## config.mk

```make
export PLATFORM = sky130hd
export DESIGN_NAME = pwm_dual_timer
export DESIGN_NICKNAME = d
export VERILOG_FILES = /design/src/rtl/pwm_timer_pkg.sv /design/src/rtl/pwm_shadow.sv /design/src/rtl/pwm_counter.sv /design/src/rtl/pwm_channel.sv /design/src/rtl/pwm_flags.sv /design/src/rtl/pwm_dual_timer.sv
export SDC_FILE = /design/constraint.sdc
export NUM_CORES = 1
export LEC_CHECK = 0
export ABC_AREA = 0
export BUFFER_PORTS_ARGS = -buffer_cell sky130_fd_sc_hd__clkbuf_2
export CAP_MARGIN = 0
export CELL_PAD_IN_SITES_DETAIL_PLACEMENT = 0
export CELL_PAD_IN_SITES_GLOBAL_PLACEMENT = 1
export CORE_ASPECT_RATIO = 0.6
export CORE_MARGIN = 4
export CORE_UTILIZATION = 49
export CTS_CLUSTER_SIZE = 12
export DETAILED_ROUTE_END_ITERATION = 8
export GPL_ROUTABILITY_DRIVEN = 0
export PLACE_DENSITY_LB_ADDON = 0.1
export RECOVER_POWER = 25
export SKIP_CTS_REPAIR_TIMING = 1
export SLEW_MARGIN = 10
export SYNTH_ARGS = -nofsm -noshare
export SYNTH_HDL_FRONTEND = slang
export SYNTH_SLANG_ARGS = --single-unit
```

## constraint.sdc

```tcl
create_clock -name clk -period 8.2 [get_ports clk]
set_input_delay 0.41 -clock clk [delete_from_list [all_inputs] [get_ports clk]]
set_output_delay 0.41 -clock clk [all_outputs]
set_load 0.005 [all_outputs]
```

## src/rtl/pwm_timer_pkg.sv

```systemverilog
package pwm_timer_pkg;
  typedef enum logic [1:0] {
    IO_FORCE_LO = 2'b00,
    IO_FORCE_HI = 2'b01,
    IO_PWM      = 2'b10,
    IO_RELEASE  = 2'b11
  } io_sel_e;

  localparam int NUM_CH = 2;
  localparam int NUM_FLAG = 3;
  localparam int FLG_A = 0;
  localparam int FLG_B = 1;
  localparam int FLG_P = 2;
endpackage

```

## src/rtl/pwm_shadow.sv

```systemverilog
module pwm_shadow #(
  parameter int CNT_W  = 10,
  parameter int CODE_W = 3,
  parameter int STEP   = 128
) (
  input  logic              clk,
  input  logic              rst_n,
  input  logic              load,
  input  logic              per_from_a,
  input  logic              centre_mode,
  input  logic [CODE_W-1:0] per_code,
  input  logic [CNT_W-1:0]  cmp_a,
  input  logic [CNT_W-1:0]  cmp_b,
  output logic              sel_q,
  output logic              centre_q,
  output logic [CNT_W-1:0]  top_q,
  output logic [CNT_W-1:0]  duty_a_q,
  output logic [CNT_W-1:0]  duty_b_q
);
  localparam int LEN_W = CNT_W + 1;
  localparam logic [LEN_W-1:0] FULL_L = LEN_W'(1) << CNT_W;
  localparam logic [LEN_W-1:0] STEP_L = LEN_W'(STEP);

  // Period length in counts for either period source
  function automatic logic [LEN_W-1:0] period_len(
    input logic              from_a,
    input logic [CODE_W-1:0] code,
    input logic [CNT_W-1:0]  ca
  );
    if (from_a)
      return (ca == '0) ? FULL_L : LEN_W'(ca);
    return (code == '0) ? FULL_L : LEN_W'(code) * STEP_L;
  endfunction

  logic [LEN_W-1:0] len_d;
  logic [CNT_W-1:0] top_d;

  always_comb begin
    len_d = period_len(per_from_a, per_code, cmp_a);
    top_d = CNT_W'(len_d - LEN_W'(1));
  end

  always_ff @(posedge clk or negedge rst_n) begin
    if (!rst_n) begin
      sel_q    <= 1'b0;
      centre_q <= 1'b0;
      top_q    <= CNT_W'(FULL_L - LEN_W'(1));
      duty_a_q <= '0;
      duty_b_q <= '0;
    end else if (load) begin
      sel_q    <= per_from_a;
      centre_q <= centre_mode;
      top_q    <= top_d;
      duty_a_q <= cmp_a;
      duty_b_q <= cmp_b;
    end
  end
endmodule

```

## src/rtl/pwm_counter.sv

```systemverilog
module pwm_counter #(
  parameter int CNT_W = 10
) (
  input  logic             clk,
  input  logic             rst_n,
  input  logic             run,
  input  logic             centre,
  input  logic [CNT_W-1:0] top,
  output logic [CNT_W-1:0] cnt_q,
  output logic             at_top,
  output logic             period_start
);
  logic [CNT_W-1:0] cnt_d;
  logic             up_q;
  logic             up_d;

  assign at_top = (cnt_q == top);

  always_comb begin
    cnt_d = cnt_q;
    up_d  = up_q;
    if (!run) begin
      cnt_d = '0;
      up_d  = 1'b1;
    end else if (!centre) begin
      cnt_d = at_top ? '0 : cnt_q + 1'b1;
    end else if (up_q) begin
      if (at_top) begin
        if (top <= CNT_W'(1)) begin
          cnt_d = '0;
        end else begin
          cnt_d = cnt_q - 1'b1;
          up_d  = 1'b0;
        end
      end else begin
        cnt_d = cnt_q + 1'b1;
      end
    end else begin
      if (cnt_q <= CNT_W'(1)) begin
        cnt_d = '0;
        up_d  = 1'b1;
      end else begin
        cnt_d = cnt_q - 1'b1;
      end
    end
  end

  assign period_start = (cnt_d == '0);

  always_ff @(posedge clk or negedge rst_n) begin
    if (!rst_n) begin
      cnt_q <= '0;
      up_q  <= 1'b1;
    end else begin
      cnt_q <= cnt_d;
      up_q  <= up_d;
    end
  end
endmodule

```

## src/rtl/pwm_channel.sv

```systemverilog
module pwm_channel
  import pwm_timer_pkg::*;
#(
  parameter int CNT_W = 10
) (
  input  logic             run,
  input  logic             hold_off,
  input  logic [CNT_W-1:0] cnt,
  input  logic [CNT_W-1:0] duty,
  input  logic [1:0]       io,
  input  logic             act,
  input  logic             inv,
  output logic             match,
  output logic             pin,
  output logic             oe
);
  logic    active;
  logic    pwm_lvl;
  logic    drv;
  io_sel_e io_e;

  assign match   = (cnt == duty);
  assign active  = run && (cnt < duty);
  assign pwm_lvl = (active ? act : ~act) ^ inv;
  assign io_e    = io_sel_e'(io);

  always_comb begin
    drv = 1'b0;
    oe  = 1'b1;
    unique case (io_e)
      IO_FORCE_LO: drv = 1'b0;
      IO_FORCE_HI: drv = 1'b1;
      IO_PWM:      drv = pwm_lvl;
      IO_RELEASE:  oe  = 1'b0;
      default:     oe  = 1'b0;
    endcase
    if (hold_off) oe = 1'b0;
  end

  assign pin = oe & drv;
endmodule

```

## src/rtl/pwm_flags.sv

```systemverilog
module pwm_flags #(
  parameter int NF = 3
) (
  input  logic          clk,
  input  logic          rst_n,
  input  logic [NF-1:0] set,
  input  logic [NF-1:0] clr,
  output logic [NF-1:0] flags_q
);
  always_ff @(posedge clk or negedge rst_n) begin
    if (!rst_n) flags_q <= '0;
    else        flags_q <= (flags_q & ~clr) | set;
  end
endmodule

```

## src/rtl/pwm_dual_timer.sv

```systemverilog
module pwm_dual_timer
  import pwm_timer_pkg::*;
#(
  parameter int CNT_W  = 10,
  parameter int CODE_W = 3,
  parameter int STEP   = 128
) (
  input  logic              clk,
  input  logic              rst_n,
  input  logic              run,
  input  logic              timer_mode,
  input  logic              per_from_a,
  input  logic              centre_mode,
  input  logic [CODE_W-1:0] per_code,
  input  logic [CNT_W-1:0]  cmp_a,
  input  logic [CNT_W-1:0]  cmp_b,
  input  logic [1:0]        io_a,
  input  logic [1:0]        io_b,
  input  logic              act_a,
  input  logic              act_b,
  input  logic              inv_a,
  input  logic              inv_b,
  input  logic [NUM_FLAG-1:0] flag_clr,
  output logic              pin_a,
  output logic              pin_b,
  output logic              oe_a,
  output logic              oe_b,
  output logic [NUM_FLAG-1:0] flags
);
  logic             sel_q;
  logic             centre_q;
  logic [CNT_W-1:0] top_q;
  logic [CNT_W-1:0] duty_a_q;
  logic [CNT_W-1:0] duty_b_q;
  logic [CNT_W-1:0] cnt_q;
  logic             at_top;
  logic             period_start;
  logic             load;

  // Named events for the checker
  assign load = !run || period_start;

  pwm_shadow #(.CNT_W(CNT_W), .CODE_W(CODE_W), .STEP(STEP)) u_shadow (
    .clk(clk), .rst_n(rst_n), .load(load),
    .per_from_a(per_from_a), .centre_mode(centre_mode), .per_code(per_code),
    .cmp_a(cmp_a), .cmp_b(cmp_b),
    .sel_q(sel_q), .centre_q(centre_q), .top_q(top_q),
    .duty_a_q(duty_a_q), .duty_b_q(duty_b_q)
  );

  pwm_counter #(.CNT_W(CNT_W)) u_cnt (
    .clk(clk), .rst_n(rst_n), .run(run), .centre(centre_q), .top(top_q),
    .cnt_q(cnt_q), .at_top(at_top), .period_start(period_start)
  );

  logic [NUM_CH-1:0][CNT_W-1:0] duty_v;
  logic [NUM_CH-1:0][1:0]       io_v;
  logic [NUM_CH-1:0]            act_v, inv_v, off_v, match_v, pin_v, oe_v;

  assign duty_v = {duty_b_q, duty_a_q};
  assign io_v   = {io_b, io_a};
  assign act_v  = {act_b, act_a};
  assign inv_v  = {inv_b, inv_a};
  assign off_v  = {timer_mode, timer_mode | sel_q};

  for (genvar g = 0; g < NUM_CH; g++) begin : g_ch
    pwm_channel #(.CNT_W(CNT_W)) u_ch (
      .run(run), .hold_off(off_v[g]), .cnt(cnt_q), .duty(duty_v[g]),
      .io(io_v[g]), .act(act_v[g]), .inv(inv_v[g]),
      .match(match_v[g]), .pin(pin_v[g]), .oe(oe_v[g])
    );
  end

  logic [NUM_FLAG-1:0] flag_set;
  always_comb begin
    flag_set        = '0;
    flag_set[FLG_A] = run && (sel_q ? at_top : match_v[0]);
    flag_set[FLG_B] = run && match_v[1];
    flag_set[FLG_P] = run && !sel_q && at_top;
  end

  pwm_flags #(.NF(NUM_FLAG)) u_flags (
    .clk(clk), .rst_n(rst_n), .set(flag_set), .clr(flag_clr), .flags_q(flags)
  );

  assign pin_a = pin_v[0];
  assign pin_b = pin_v[1];
  assign oe_a  = oe_v[0];
  assign oe_b  = oe_v[1];
endmodule

```

======== After elaboration in Yosys (flattened, before gate mapping) ========
Index checks and enable logic that the tools add are counted.
cells by class
  equality and inequality tests ........... 10
  add/sub/neg operators ................... 3
  shift operators ......................... 0
  multiply operators ...................... 0
  div/mod/pow operators ................... 0
  multiplexer cells ....................... 27
  $lt $le $gt $ge ......................... 4
  bitwise operators ....................... 10
  reductions and logical operators ........ 12
operators by type and width
  cell                                                                     number
  10-bit two-way mux                                                       11
  10-bit == test                                                           3
  10-bit by 1-bit <= comparator with 1-bit output, second input constant   2
  10-bit logical NOT                                                       2
  10-bit < comparator                                                      2
  10-bit by 1-bit subtractor with 10-bit output, second input constant     2
  1-bit two-way mux                                                        14
  10-bit by 1-bit adder with 10-bit output, second input constant          1
  2-bit == test, second input constant                                     4
  1-bit logical AND                                                        6
  2-bit by 1-bit == test with 1-bit output, second input constant          2
  1-bit one-hot mux with 2 select lines                                    2
  3-bit bitwise AND                                                        1
  3-bit logical NOT                                                        1
  3-bit inverter                                                           1
  3-bit bitwise OR                                                         1
  1-bit bitwise AND                                                        2
  1-bit logical NOT                                                        2
  2-bit by 1-bit inequality test with 1-bit output, second input constant  1
  1-bit inverter                                                           2
  1-bit XOR                                                                2
  1-bit logical OR                                                         1
  1-bit bitwise OR                                                         1
storage, ports and cells
  output and inout port bits .............. 7
  memories kept ........................... 0
  ROM bits ................................ 0
  word-level logic and storage cells ...... 74
  memory bits (writable) .................. 0
  input port bits ......................... 40
  flip-flop bits (word level) ............. 46
  bits in latches ......................... 0

======== Longest topological paths before layout ========
Gate-level depths: netlist (run 1).
  depth in word-level cells ............... 8
  gate-level depth with buffers ........... 13
  depth with buffers taken out ............ 11

======== Modules after synthesis ========
From an unflattened synthesis (run 1), not the netlist that was laid out.
second synthesis, totals
  cell total of the unflattened synthesis .. 410
  area total of the unflattened synthesis .. 3811.2 µm²
modules (own cells, without submodules)
  module          area an instance (µm²)  instances  cells an instance  sequential area each (µm²)
  pwm_counter     1473.9                  1          179                276.5
  pwm_shadow      1457.6                  1          115                813.3
  pwm_channel     364.1                   2          50                 0.0
  pwm_flags       108.9                   1          9                  75.1
  pwm_dual_timer  42.5                    1          7                  0.0

======== Worst setup path before layout (run 1) ========
Ideal clock, no wire load.
  kind .................................... register -> register
  start ................................... reg u_cnt.cnt_q[3]
  end ..................................... reg u_shadow.centre_q
  data required time ...................... 8075 ps
  data arrival time ....................... 3122 ps
  setup time .............................. 125 ps
  period minus slack after synthesis ...... 3247 ps
  buffers on the path ..................... 2
  stages on the path, launching flop included .. 12
  setup slack ............................. 4953 ps
  path through ............................ dfrtp_1 -> clkbuf_1 -> or3_1 -> nor3_1 -> nor3b_1 -> xnor2_1 -> a2bb2oi_1 -> nor2_1 -> a2111o_1 -> o41ai_4 -> buf_6 -> mux2_4
on the way
  longest elaborated chain between the ends .. 8
  elaborated cells between the ends (all ways) .. 13
  classes of those cells .................. add/sub: 2; order compare: 1; eq/ne: 1; mux: 7; reduce/logical: 2
ends and longest elaborated chain
  what                                           line                                  source
  start: declaration                             pwm_counter.sv:9                      output logic [CNT_W-1:0] cnt_q,
  start signal: assignment                       pwm_counter.sv:55                     cnt_q <= cnt_d;
  10-bit by 1-bit subtractor with 10-bit output  pwm_counter.sv:32, pwm_counter.sv:43
  10-bit two-way mux                             pwm_counter.sv:29                     if (top <= CNT_W'(1)) begin
  10-bit two-way mux                             pwm_counter.sv:28                     if (at_top) begin
  10-bit two-way mux                             pwm_counter.sv:27                     end else if (up_q) begin
  10-bit two-way mux (*)                         pwm_counter.sv:25                     end else if (!centre) begin
  10-bit two-way mux (*)                         pwm_counter.sv:22                     if (!run) begin
  via u_cnt.cnt_d[8]                             pwm_counter.sv:13                     logic [CNT_W-1:0] cnt_d;
  10-bit logical NOT (*)                         pwm_counter.sv:48                     assign period_start = (cnt_d == '0);
  1-bit logical OR (*)                           pwm_dual_timer.sv:41                  assign load = !run || period_start;
  end signal: assignment                         pwm_shadow.sv:52                      centre_q <= centre_mode;
  end: declaration                               pwm_shadow.sv:15                      output logic centre_q,
Mark *: on every way through the listed nets, which the timed path passes. The rest lies on a longest branch.
A chain may end at the register's enable or synchronous reset.

======== Worst setup path in the final report (run 1) ========
  start ................................... reg u_cnt.cnt_q[2]
  end ..................................... reg u_shadow.duty_b_q[2]
on the way
  longest elaborated chain between the ends .. 8
  elaborated cells between the ends (all ways) .. 13
  classes of those cells .................. add/sub: 2; order compare: 1; eq/ne: 1; mux: 7; reduce/logical: 2
ends and longest elaborated chain
  what                                           line                                  source
  10-bit by 1-bit subtractor with 10-bit output  pwm_counter.sv:32, pwm_counter.sv:43
  10-bit two-way mux                             pwm_counter.sv:29
  10-bit two-way mux                             pwm_counter.sv:28
  10-bit two-way mux                             pwm_counter.sv:27
  10-bit two-way mux (*)                         pwm_counter.sv:25
  10-bit two-way mux (*)                         pwm_counter.sv:22
  10-bit logical NOT (*)                         pwm_counter.sv:48
  1-bit logical OR (*)                           pwm_dual_timer.sv:41
  end signal: assignment                         pwm_shadow.sv:55                      duty_b_q <= cmp_b;
  end: declaration                               pwm_shadow.sv:18                      output logic [CNT_W-1:0] duty_b_q
Every way passes the cells marked *; elsewhere a longest branch is shown, timed or not.

==> results.md, run 1 <==
* Seq pwr share at 0.440
* Reg2Reg Depth at 10
* Mapped cell area at 0.00345 mm2
* Die Ht at 73.0 um
* Final Slew Violations at 47
* R2r startpoint: u_cnt.cnt_q[2]
* Drt pass-1 iters at 5
* CTS sink count at 46
* Met3 Use GR at 0.0431
* Top cells by count, synth: 35 x dfrtp_1, 33 x inv_1, 30 x ha_1
* R2r endpoint: u_shadow.duty_b_q[2]
* Layout cell share with drive strength beyond 1 at 0.259
* Maximum clock insertion buffer count at 2
* ANT cells at 0
* Req. time, crit path at 8.37 ns
* DP HPWL at 6.34 mm
* Crit Path Class: flop to flop
* CP startpoint kind: flop
* Rel. slew slack at -0.640
* Gr ovfl total at 0
* Avg Vias per Cell at 5.62
* Global Route Usage Sum at 0.213
* Number of synthesized flops with an enable pin at 0
* Core Footprint at 0.00676 mm2
* Setup TNS at 0 ns
* Switching Fraction at 0.291
* Clk_lat worst skew at 0.29 ns
* CTS tree: yes
* Post-synth cell types at 51
* Post-Layout Cell Count at 477
* FF-to-FF setup slack at 4.32 ns
* Routed WL at 8.39 mm
* Critical path endpoint category: flop
* Top-count cell post-synth: dfrtp_1
* Fin crit share at 0.473
* Hold path depth at 2
* Cell chain of the critical path: xnor2_1, nand4_1, o31ai_1, o21ai_0, a21oi_1, nor2_1, a211o_1, o41ai_4, buf_4, mux2_2
* Crit path DAT at 4.05 ns
* WHS Endpoint: u_flags.flags_q[1]
* P_int at 463 uW
* Layout area overhead at 11.9%
* RSZ-0062 raised after global routing: false
* Vias in the first global route at 2533
* Final hold vios at 0
* Setup ws final at 4.32 ns
* Syn Nets at 418
* Initial antenna violation count at 0
* Max IR drop VDD at 0.000132 V
* Final setup skew at 0.00574 ns
* Residual DRC at 0
* Final Core Density at 0.570
* Syn Area/Cell at 9.91 um2
* Wirelength per Cell at 17.6 um
* Row cnt at 23
* Worst-path clk slew at 0.06 ns
* Failing checks: max-capacitance violations, max-slew violations
* First-pass GRT wire length at 13.8 mm
* Multi-input logic area at 0.00208 mm2
* WP depth at 10
* NumNets Final at 459
* Ports at 47
* Final antenna-violating net count at 0
* Ys flop type: dfrtp_1
* Pin count of the biggest net entering global routing at 47
* Synth async-reset ratio at 1.00
* CTS Buf Count at 5
* Worst-Margin Slew at 2.46 ns
* Seq. cell area at 0.00116 mm2
* Power share of the combinational group at 0.259
* Fmax at 258 MHz
* Power per cell area at 169 mW/mm2
* Die area at 0.00848 mm2
* Yosys top cell area share at 0.254
* Vias at 2680
* CP delay by family, top: compound AO/OA/AOI/OAI gates
* Critical Path Fanout Max at 32
* Leakage power at 0.00189 uW
* Number of synthesized register bits at 46
* Synthesized netlist cell count at 348
* GR peak layer: met1
* # setup viols final at 0
* Post-synthesis sequential area ratio at 0.338
* Starting Density at 0.510
* Synth warn at 0
* Main area contributors after synthesis: dfrtp_1 25%, mux2_4 13%, ha_1 11%, dfstp_2 8.4%, xnor2_1 5.1%
* Area leader, netlist: dfrtp_1
* Psw at 190 uW
* Status: finished, violations left
* Final min period at 3.88 ns
* Worst slack, placed at 4.41 ns
* Clock power share at 0.302
* CTS root buffer: clkbuf_16
* Met1 Use GR at 0.363
* Buffers & Inverters on Critical Path at 1
* H-tree depth reported by CTS at 2
* Max_cap viols at 1
* First DRT Iteration DRCs at 211
* Worst Hold Class: input pin to flop
* Global routing usage on met2 at 0.272
* Width of the die at 116 um
* # fillers at 604
* Cells after DPL at 469
* Crit-path max cell delay at 0.83 ns
* # port buffers at 46
* Hold Path Origin: flag_clr[1]
* Worst path slowest cell: o31ai_1
## power groups by stage
stage	Combinational [uW]	Clock [uW]	Sequential, uW
after floorplan	133	0	278
after global placement	167	0	290
after detailed placement	167	0	290
after CTS	169	201	287
after global routing	187	211	291
final	169	197	287
## through the flow
stage                     area [um2]  total power (uW)  hold WS [ns]
after CTS                       3860               657         0.231
after detailed placement        3720               457         0.488
after floorplan                 3450               411         0.114
final                           3860               652         0.330
after global placement          3720               457         0.480
after global routing            3860               689         0.336
## cells in the final DEF (no fill, tap or decap), drive strengths merged, types with 2 or more instances in the layout
cell type,n
a21o,2
mux2,31
o21ai,15
nor4,3
or2,2
o21a,2
nand3,8
xnor2,20
nand2b,4
dfrtp,35
and3,3
nor3,12
nor3b,5
mux2i,2
nand4,7
or3,7
o22ai,2
nor2,25
clkbuf,55
nor2b,5
nand2,18
o221ai,3
or4,3
dfstp,11
ha,30
inv,33
xor2,8
a21oi,20
## registers in the layout (all words and copies together) (netlist names)
name and cells:
u_flags.flags_q 3, u_shadow.duty_b_q 10, u_shadow.sel_q 1, u_cnt.cnt_q 10, u_shadow.centre_q 1, u_cnt.up_q 1, u_shadow.duty_a_q 10, u_shadow.top_q 10
## worst register-to-register path: stages, from the launching register on
cell and delay, ns:
dfrtp_1 0.65, xnor2_1 0.18, nand4_1 0.17, o31ai_1 0.84
o21ai_0 0.20, a21oi_1 0.20, nor2_1 0.07, a211o_1 0.31
o41ai_4 0.20, buf_4 0.52, mux2_2 0.43
## worst max path at each step
| stage | startpoint | slack [ns] | to |
|---|---|---|---|
| 2_1_floorplan | u_cnt.cnt_q[3] | 4.95 | u_shadow.centre_q |
| 6_report | u_cnt.cnt_q[2] | 4.32 | u_shadow.duty_b_q[2] |
| 3_3_place_gp | u_cnt.cnt_q[2] | 4.41 | u_shadow.duty_b_q[2] |
| 5_1_grt | u_cnt.cnt_q[2] | 4.00 | u_shadow.duty_b_q[3] |
| 3_5_place_dp | u_cnt.cnt_q[2] | 4.41 | u_shadow.duty_b_q[3] |
| 4_1_cts | u_cnt.cnt_q[2] | 4.39 | u_shadow.duty_b_q[2] |
## layout make-up
cell class,count,share of cell area
Tap cell,87,0.0282
Clock buffer,8,0.0354
Multi-Input combinational cell,255,0.540
Timing Repair Buffer,48,0.0626
Inverter,33,0.0321
Sequential cell,46,0.302
## routing by layer
metal  vias up  wire [um]
met2        93       3270
met5         -          0
met3         8        546
met1      1265       4540
met4         0         36
li1       1314          -
## cells by family after synthesis
kind of cell             share of synthesized area
adder cells (fa/ha/maj)                      0.109
multiplexers                                 0.145
XOR/XNOR                                    0.0711
AO/OA/AOI/OAI                                0.121
buffers and inverters                       0.0584
AND/OR/NAND/NOR                              0.158
flip-flops                                   0.338
Power figures use the tool's default switching activity.
==> run 2: changes to the inputs <==
--- a/config.mk
+++ b/config.mk
@@ -12,7 +12,7 @@
 export CELL_PAD_IN_SITES_GLOBAL_PLACEMENT = 1
 export CORE_ASPECT_RATIO = 0.6
 export CORE_MARGIN = 4
-export CORE_UTILIZATION = 49
+export CORE_UTILIZATION = 41
 export CTS_CLUSTER_SIZE = 12
 export DETAILED_ROUTE_END_ITERATION = 8
 export GPL_ROUTABILITY_DRIVEN = 0
==> constraint.sdc (replaced) <==
create_clock -name clk -period 3.2 [get_ports clk]
set_input_delay 0.16 -clock clk [delete_from_list [all_inputs] [get_ports clk]]
set_output_delay 0.16 -clock clk [all_outputs]
set_load 0.005 [all_outputs]
==> run 2 against run 1 <==
The run ends with max-capacitance violations, max-slew violations, negative setup slack left. Total power rose to 2.8 times the previous value. Core utilization fell by 2.0 points. Worst setup slack got worse by 4.3 ns. Cell count rose by 15%. Critical endpoint unchanged.
==> results.md, run 2 (same netlist as run 1, synthesis figures left out) <==
* Setup crit end: u_shadow.duty_b_q[2] (unchanged)
* Final hold vios at 0 (unchanged)
* Layout cell share with drive strength beyond 1 at 0.380 (was 0.259)
* Critical path endpoint category: flop (unchanged)
* Core Footprint at 0.00804 mm2 (was 0.00676 mm2)
* Width of the die at 126 um (was 116 um)
* Wirelength per Cell at 17.6 um (about the same)
* Final Core Density at 0.550 (was 0.570)
* Critical Path Fanout Max at 10 (was 32)
* CP startpoint kind: flop (unchanged)
* Leakage power at 0.00219 uW (was 0.00189 uW)
* Cell chain of the critical path: or3_1, nor3_2, nor3b_2, xnor2_1, a2bb2oi_2, nor2_1, a2111o_1, o41ai_4, buf_4, buf_8, mux2_2 (was xnor2_1, nand4_1, o31ai_1, o21ai_0, a21oi_1, nor2_1, a211o_1, o41ai_4, buf_4, mux2_2)
* Worst-path clk slew at 0.07 ns (was 0.06 ns)
* Clk_lat worst skew at 0.29 ns (about the same)
* P_int at 1270 uW (was 463 uW)
* Req. time, crit path at 3.38 ns (was 8.37 ns)
* Fmax at 311 MHz (was 258 MHz)
* R2r startpoint: u_cnt.cnt_q[2] (unchanged)
* DP HPWL at 7.56 mm (was 6.34 mm)
* Clock power share at 0.305 (was 0.302)
* Worst Hold Class: input pin to flop (unchanged)
* Routed WL at 9.62 mm (was 8.39 mm)
* ANT cells at 0 (unchanged)
* Crit Path Class: flop to flop (unchanged)
* Setup TNS at -0.149 ns (was 0 ns)
* Cells after DPL at 532 (was 469)
* Switching Fraction at 0.302 (was 0.291)
* Layout area overhead at 28.3% (was 11.9%)
* Power share of the combinational group at 0.296 (was 0.259)
* Drt pass-1 iters at 7 (was 5)
* Final instance area at 0.00442 mm2 (was 0.00386 mm2)
* Final Slew Violations at 33 (was 47)
* Status: finished, violations left (unchanged)
* # setup viols final at 14 (was 0)
* Power per cell area at 412 mW/mm2 (was 169 mW/mm2)
* Maximum clock insertion buffer count at 2 (unchanged)
* Final min period at 3.22 ns (was 3.88 ns)
* Starting Density at 0.429 (was 0.510)
* Global Route Usage Sum at 0.197 (was 0.213)
* R2r endpoint: u_shadow.duty_b_q[2] (unchanged)
* Crit path from: u_cnt.cnt_q[2] (unchanged)
* Final total power at 1820 uW (was 652 uW)
* H-tree depth reported by CTS at 2 (unchanged)
* Post-Layout Cell Count at 548 (was 477)
* Crit path DAT at 3.40 ns (was 4.05 ns)
* Gr ovfl total at 0 (unchanged)
* Avg Vias per Cell at 5.35 (was 5.62)
* Vias at 2933 (was 2680)
* Residual DRC at 0 (unchanged)
* Commonest non-fill, non-tap cell in the layout: buf_4 (was clkbuf_2)
* Max_cap viols at 1 (unchanged)
* Worst path slowest cell: a2111o_1 (was o31ai_1)
* Worst-Margin Slew at 1.77 ns (was 2.46 ns)
* Fin crit share at 1.01 (was 0.473)
* CTS sink count at 46 (unchanged)
* Failing checks: max-capacitance violations, max-slew violations, negative setup slack (was max-capacitance violations, max-slew violations)
* FF-to-FF setup slack at -0.02 ns (was 4.32 ns)
* Ports at 47 (unchanged)
* Seq pwr share at 0.399 (was 0.440)
* Reg2Reg Depth at 11 (was 10)
* RSZ-0062 raised after global routing: true (was false)
* Die Ht at 79.0 um (was 73.0 um)
* # port buffers at 46 (unchanged)
* Rel. slew slack at -0.182 (was -0.640)
* First-pass GRT wire length at 15.3 mm (was 13.8 mm)
* Vias in the first global route at 2859 (was 2533)
* CTS tree: yes (unchanged)
* CTS Buf Count at 5 (unchanged)
* Max IR drop VDD at 0.000188 V (was 0.000132 V)
* Crit-path max cell delay at 0.45 ns (was 0.83 ns)
* Commonest non-fill, non-tap cells in the layout: 47 x buf_4, 45 x clkbuf_2, 35 x dfrtp_1 (was 46 x clkbuf_2, 35 x dfrtp_1, 33 x inv_1)
* Row cnt at 25 (was 23)
* CTS root buffer: clkbuf_16 (unchanged)
* Psw at 549 uW (was 190 uW)
* Final antenna-violating net count at 0 (unchanged)
* Placed instance area at 0.00407 mm2 (was 0.00372 mm2)
* Final setup skew at 0.00202 ns (was 0.00574 ns)
* Die area at 0.00999 mm2 (was 0.00848 mm2)
* Setup ws final at -0.0179 ns (was 4.32 ns)
* NumNets Final at 509 (was 459)
* Initial antenna violation count at 0 (unchanged)
* First DRT Iteration DRCs at 217 (was 211)
* Pin count of the biggest net entering global routing at 33 (was 47)
-- run 2: cell count changes in the layout (fill, tap and decap cells not counted), moves of 2 or more --
cell      delta
buf_4       +46
buf_6        +2
buf_8        +2
clkbuf_1     -2
nor2_1       -2
nor2_2       +2
nor3_1       -3
nor3_2       +3
nor4_2       -2
nor4_4       +2
or4_1        -2
or4_4        +2
xnor2_1      -3
xnor2_2      +3
-- run 2: power groups by stage --
stage          clock [uW]  combinational [uW]  sequential (uW)
2_1_floorplan           0                 341              714
3_3_place_gp            0                 485              731
3_5_place_dp            0                 489              732
4_1_cts               566                 493              723
5_1_grt               597                 587              734
6_report              556                 539              726
-- run 2: cell type report --
class | instances | area (um2)
fill | 727 | 3620
multi-input combinational | 255 | 2190
sequential | 46 | 1160
timing repair buffer | 98 | 654
clock buffer | 7 | 143
tap | 108 | 135
inverter | 33 | 124
clock inverter | 1 | 8.76
-- run 2: how the worst min path moves through the flow --
stage | cells after the start | end | slack (ns) | start
global placement | 1 | u_shadow.duty_a_q[2] | 0.28 | rst_n
floorplan | 0 | u_cnt.cnt_q[0] | -0.14 | rst_n
CTS | 1 | u_shadow.duty_a_q[4] | -0.02 | rst_n
detailed placement | 1 | u_shadow.duty_a_q[3] | 0.30 | rst_n
global route | 2 | u_shadow.duty_b_q[7] | 0.09 | cmp_b[7]
finish | 2 | u_flags.flags_q[1] | 0.09 | flag_clr[1]
-- run 2: metrics by stage --
stage / hold WS (ns) / worst slack [ns]
6_report: 0.0932 / -0.0179
5_1_grt: 0.0902 / -0.0949
2_1_floorplan: -0.136 / 0.0201
3_5_place_dp: 0.300 / -0.132
3_3_place_gp: 0.276 / -0.0963
4_1_cts: -0.0220 / -0.140
-- run 2: routing by layer --
metal	global-route usage	wire, um	share of wire	up-vias
met2	0.268	3760	0.39	84
met4	0.0278	76	0.0079	2
met1	0.307	5080	0.53	1422
li1	-	-	-	1415
met3	0.0524	637	0.066	10
met5	0.0481	65	0.0068	-
-- run 2: worst max-delay path: cells and delay by family (launching register included) --
| family | cells | cell delay, ns |
|---|---|---|
| AOI/OAI and AO/OA | 3 | 0.94 |
| xor gates and xnor gates | 1 | 0.17 |
| buffers and inverters | 2 | 0.32 |
| DFF | 1 | 0.44 |
| muxes | 1 | 0.34 |
| and+or+nand+nor | 4 | 0.88 |
